[config.mk]
export PLATFORM = sky130hd
export DESIGN_NAME = ramp_adc_ctrl
export DESIGN_NICKNAME = d
export VERILOG_FILES = /design/src/rtl/ramp_adc_pkg.sv /design/src/rtl/ramp_adc_edge.sv /design/src/rtl/ramp_adc_counter.sv /design/src/rtl/ramp_adc_capture.sv /design/src/rtl/ramp_adc_ctrl.sv
export SDC_FILE = /design/constraint.sdc
export NUM_CORES = 1
export LEC_CHECK = 0
export BUFFER_PORTS_ARGS = -buffer_cell sky130_fd_sc_hd__buf_2
export CORE_ASPECT_RATIO = 0.7
export CORE_UTILIZATION = 50
export CTS_BUF_LIST = sky130_fd_sc_hd__clkbuf_8
export DETAILED_ROUTE_END_ITERATION = 7
export PLACE_DENSITY_LB_ADDON = 0.2
export RECOVER_POWER = 50
export REMOVE_ABC_BUFFERS = 1
export SYNTH_ARGS = -nofsm -noshare
export SYNTH_HDL_FRONTEND = slang
export SYNTH_SLANG_ARGS = --single-unit
export TNS_END_PERCENT = 5
[constraint.sdc]
create_clock -name clk -period 1.4 [get_ports clk]
set_input_delay 0.07 -clock clk [delete_from_list [all_inputs] [get_ports clk]]
set_output_delay 0.07 -clock clk [all_outputs]
set_load 0.03 [all_outputs]
[src/rtl/ramp_adc_pkg.sv]
package ramp_adc_pkg;

  // Reason a result is written into the holding register this cycle
  typedef enum logic [1:0] {
    CAP_NONE = 2'd0,
    CAP_FALL = 2'd1,
    CAP_SAT  = 2'd2
  } cap_cause_e;

endpackage

[src/rtl/ramp_adc_edge.sv]
module ramp_adc_edge (
  input  logic clk,
  input  logic rst,
  input  logic cmp_i,
  output logic fall_o
);

  logic cmp_q;

  always_ff @(posedge clk) begin
    if (rst) cmp_q <= 1'b0;
    else     cmp_q <= cmp_i;
  end

  assign fall_o = cmp_q & ~cmp_i;

endmodule

[src/rtl/ramp_adc_counter.sv]
module ramp_adc_counter #(
  parameter int WIDTH = 8
) (
  input  logic             clk,
  input  logic             rst,
  input  logic             cmp_i,
  output logic [WIDTH-1:0] count_o,
  output logic             at_top_o
);

  localparam logic [WIDTH-1:0] TOP  = {WIDTH{1'b1}};
  localparam logic [WIDTH-1:0] ONE  = {{(WIDTH-1){1'b0}}, 1'b1};
  localparam logic [WIDTH-1:0] ZERO = {WIDTH{1'b0}};

  logic [WIDTH-1:0] cnt_q;

  always_ff @(posedge clk) begin
    if (rst)               cnt_q <= ZERO;
    else if (!cmp_i)       cnt_q <= ZERO;
    else if (cnt_q != TOP) cnt_q <= cnt_q + ONE;
  end

  assign count_o  = cnt_q;
  assign at_top_o = (cnt_q == TOP);


  step_up_chk: assert property (@(posedge clk) disable iff (rst)
    (cmp_i && count_o != TOP) |=> (count_o == $past(count_o) + ONE));


  reload_zero_chk: assert property (@(posedge clk) disable iff (rst)
    !cmp_i |=> (count_o == ZERO));

endmodule

[src/rtl/ramp_adc_capture.sv]
module ramp_adc_capture
  import ramp_adc_pkg::*;
#(
  parameter int               WIDTH       = 8,
  parameter logic [WIDTH-1:0] RESULT_INIT = '0
) (
  input  logic             clk,
  input  logic             rst,
  input  logic             cmp_i,
  input  cap_cause_e       cause_i,
  input  logic [WIDTH-1:0] count_i,
  output logic [WIDTH-1:0] result_o,
  output logic             valid_o,
  output logic             ovr_o
);

  logic [WIDTH-1:0] res_q;
  logic             vld_q;
  logic             ovr_q;

  always_ff @(posedge clk) begin
    if (rst) begin
      res_q <= RESULT_INIT;
      vld_q <= 1'b0;
    end else begin
      vld_q <= 1'b0;
      unique case (cause_i)
        CAP_FALL, CAP_SAT: begin
          res_q <= count_i;
          vld_q <= 1'b1;
        end
        default: ;
      endcase
    end
  end

  always_ff @(posedge clk) begin
    if (rst)                    ovr_q <= 1'b0;
    else if (!cmp_i)            ovr_q <= 1'b0;
    else if (cause_i == CAP_SAT) ovr_q <= 1'b1;
  end

  assign result_o = res_q;
  assign valid_o  = vld_q;
  assign ovr_o    = ovr_q;


  result_hold_chk: assert property (@(posedge clk) disable iff (rst)
    !valid_o |-> $stable(result_o));


  ovr_clear_chk: assert property (@(posedge clk) disable iff (rst)
    !cmp_i |=> !ovr_o);

endmodule

[src/rtl/ramp_adc_ctrl.sv]
module ramp_adc_ctrl
  import ramp_adc_pkg::*;
#(
  parameter int               WIDTH       = 8,
  parameter logic [WIDTH-1:0] RESULT_INIT = '0
) (
  input  logic             clk,
  input  logic             rst,
  input  logic             cmp_hi_i,
  output logic [WIDTH-1:0] dac_code_o,
  output logic [WIDTH-1:0] result_o,
  output logic             result_valid_o,
  output logic             over_range_o
);

  localparam logic [WIDTH-1:0] TOP = {WIDTH{1'b1}};

  logic       fall;
  logic       at_top;
  cap_cause_e cause;

  ramp_adc_edge u_edge (
    .clk    (clk),
    .rst    (rst),
    .cmp_i  (cmp_hi_i),
    .fall_o (fall)
  );

  ramp_adc_counter #(.WIDTH(WIDTH)) u_counter (
    .clk      (clk),
    .rst      (rst),
    .cmp_i    (cmp_hi_i),
    .count_o  (dac_code_o),
    .at_top_o (at_top)
  );

  // A fall needs a low comparator and saturation a high one: never both
  always_comb begin
    if (fall)                                cause = CAP_FALL;
    else if (cmp_hi_i && at_top && !over_range_o) cause = CAP_SAT;
    else                                     cause = CAP_NONE;
  end

  ramp_adc_capture #(.WIDTH(WIDTH), .RESULT_INIT(RESULT_INIT)) u_capture (
    .clk      (clk),
    .rst      (rst),
    .cmp_i    (cmp_hi_i),
    .cause_i  (cause),
    .count_i  (dac_code_o),
    .result_o (result_o),
    .valid_o  (result_valid_o),
    .ovr_o    (over_range_o)
  );


  capture_value_chk: assert property (@(posedge clk) disable iff (rst)
    result_valid_o |-> (result_o == $past(dac_code_o)));


  sat_flag_chk: assert property (@(posedge clk) disable iff (rst)
    (cmp_hi_i && dac_code_o == TOP) |=> (over_range_o && dac_code_o == TOP));

endmodule

==> results.yml <==
status:
  outcome: "completed"
detailed_routing:
  wire_per_inst_um: 15.3
  ant_nets: 0
  firstDrtPassIters: 4
  route.vias.total: 1023
  via_per_inst: 6.39
  drc: 0
  drt_iter0_markers: 36
  routed_wl_mm: 2.46
synth:
  synth-seq-cells: 19
  syn_area_sq_um: 1010
  synth_area_leaders: "dfxtp_1 (38%), o221ai_1 (7.0%), a31oi_1 (6.8%)"
  ys_warn_count: 0
  syn_area_per_cell_sq_um: 9.06
  yosys.area.top_type: "dfxtp_1"
  yosysUniqueCellTypes: 32
  synth_top_area_share_pct: 37.8
  syn-instance-count: 111
  seq_area_frac_synth_pct: 37.8
cts:
  root_buffer: "clkbuf_8"
  clock-sinks: 19
  cts_buffer_depth: 2
  clkTransAtPathRegs_ns: 0.07
  clk_latency_ns: 0.26
  cts_buffers: 3
  htree_num_levels: 1
  holdBufCountCts: 0
  cts_tree: "built"
global_route:
  grt_overflow: 0
  grt_pass1_wl_mm: 4.01
  antenna_found_initial: 0
  grt_start_max_net_pins: 13
  grt_use_total_pct: 24.6
  grt_pass1_vias: 853
finish:
  antenna_cells: 0
  most-common-layout-cells: "clkbuf_1 (18), dfxtp_1 (18), buf_4 (14), a31oi_1 (11), nand4_1 (9)"
  nets: 143
  fin_util_pct: 66.2
  final_area_sq_um: 1240
  area_growth_syn_to_layout_pct: 23.0
  final_cells: 160
  drive_gt1_share_pct: 21.7
critical_path:
  worst_r2r_path_depth: 4
  crit_chain: "nand4_2, buf_4, o21ai_0, nor3b_1"
  startpoint_type: "flop"
  worst_path_max_delay_cell: "dfxtp_1"
  worstSetupPathDepth: 4
  crit_arrival_ns: 1.50
  path_delay_family: "flip-flops"
  path_class: "flop to flop"
  path_buf_inv: 1
  rr_endpoint: "u_counter.count_o[0]"
  crit_fanout: 6
  rr_startpoint: "u_counter.count_o[4]"
  reg2reg_setup_slack_ns: 0.08
  max_stage_delay_ns: 0.45
  cp-end-kind: "flop"
  required_ns: 1.58
floorplan:
  start_util_pct: 53.8
  pin_count: 21
  die-height_um: 39.5
  die-area_sq_um: 2200
  core_area_sq_um: 1870
  fp.dieW_um: 55.6
  rows: 13
placed_design:
  placed_cells: 156
  port_buffers: 20
  place_area_sq_um: 1190
  gp_congestion: 0.864
  dp_hpwl_mm: 1.74
timing:
  fmax_mhz: 755
  hold_ws_ns: 0.200
  min_period_ns: 1.32
  clock-skew-final_ns: 0.000985
  rsz0062_at_grt: "no"
  worst_pin_slew_ns: 0.512
  fin_crit_sh_pct: 94.6
  setup_viol: 0
  slew_viol_final: 0
  slew_headroom_pct: 65.7
  finalHoldViolCount: 0
pwr:
  power.total_mw: 1.02
  vdd.ir_drop.worst_uv: 791
  power_density_nw_per_um2: 822
  power.leakage_nw: 0.449
min_path:
  holdCritPathClass: "primary input to flop"
  holdCritStartpoint: "rst"
  hold_depth: 2
  whs_endpoint: "u_capture.valid_o"
job:
  maxCapViolCount: 0
==> sequential cells by signal (all words and copies together), names as in the netlist <==
| name | cells |
|---|---|
| u_capture.result_o | 8 |
| u_counter.count_o | 8 |
| u_capture.ovr_o | 1 |
| u_capture.valid_o | 1 |
| u_edge.cmp_q | 1 |
==> worst max path at each step <==
| stage | end | startpoint | slack [ns] |
|---|---|---|---|
| 5_1_grt | u_capture.valid_o | u_counter.count_o[1] | 0.02 |
| 3_3_place_gp | u_capture.result_o[3] | u_counter.count_o[1] | 0.02 |
| 4_1_cts | u_capture.valid_o | u_counter.count_o[1] | 0.002 |
| 6_report | u_counter.count_o[0] | u_counter.count_o[4] | 0.08 |
| 3_5_place_dp | u_capture.result_o[6] | u_counter.count_o[1] | -0.05 |
| 2_1_floorplan | u_capture.valid_o | u_counter.count_o[0] | -0.19 |
==> layer usage <==
| layer | share of wire, % | vias to the layer above | global-route usage [%] |
|---|---|---|---|
| li1 | - | 492 | - |
| met1 | 47 | 484 | 31.2 |
| met2 | 44 | 41 | 40.7 |
| met3 | 7.5 | 6 | 7.92 |
| met4 | 1.7 | 0 | 7.50 |
| met5 | 0 | - | 0 |
==> worst reg2reg max path: stages, from the launching register on <==
cell and delay, ns:
dfxtp_1 0.45, nand4_2 0.18, buf_4 0.19, o21ai_0 0.21
nor3b_1 0.21
==> metrics by stage <==
step / setup WS [ns] / TNS [ns]
4_1_cts: 0.00169 / 0
2_1_floorplan: -0.192 / -2.01
3_5_place_dp: -0.0522 / -0.304
3_3_place_gp: 0.0195 / 0
5_1_grt: 0.0175 / 0
6_report: 0.0760 / 0
==> cells by family after synthesis <==
group	synth area share (%)
adders and majority gates	1.24
DFF	37.8
buffers and inverters	5.97
xor gates and xnor gates	1.74
and+or+nand+nor	32.8
AOI/OAI and AO/OA	20.4
==> area by class of cell <==
cell class / count / area (sq um)
multi-input combinational: 79 / 592
inverter: 2 / 7.51
sequential: 19 / 382
tap: 22 / 27.5
timing repair buffer: 34 / 183
clock inverter: 1 / 5.00
clock buffer: 3 / 41.3
fill: 168 / 633
==> report_power, final <==
| group | total [mW] | internal [mW] | switching, mW |
|---|---|---|---|
| logic | 0.0820 | 0.0289 | 0.0531 |
| clock network | 0.382 | 0.198 | 0.184 |
| registers | 0.552 | 0.547 | 0.00569 |
| total | 1.02 | 0.774 | 0.243 |
==> cells in the mapped netlist <==
cell type and instances:
a21oi_1 5, a31oi_1 11, nand4_1 9, o21bai_1 1, nand2_1 3, nand3b_1 8
nor3b_2 1, and3_2 1, buf_2 8, nand4_2 1, nand3_2 1, nand3_1 2
clkbuf_2 1, or2b_1 1, o221ai_1 8, and4_1 1, o21a_1 1, clkbuf_1 2
nor3b_1 1, o21ai_0 3, ha_1 1, or3_1 2, nor3_1 3, dfxtp_1 19
nand2b_1 2, inv_1 2, nor2_2 1, xnor2_1 2, nor4b_1 1, and3b_1 7
o311a_2 1, and3b_2 1
==> repair_timing <==
item,in CTS,in global routing
setup buffers,0,0
hold endpoints to repair,0,0
endpoints found under the setup margin,8,15
gates resized for setup,1,5
Note: power is estimated with default switching activity, not from simulation.
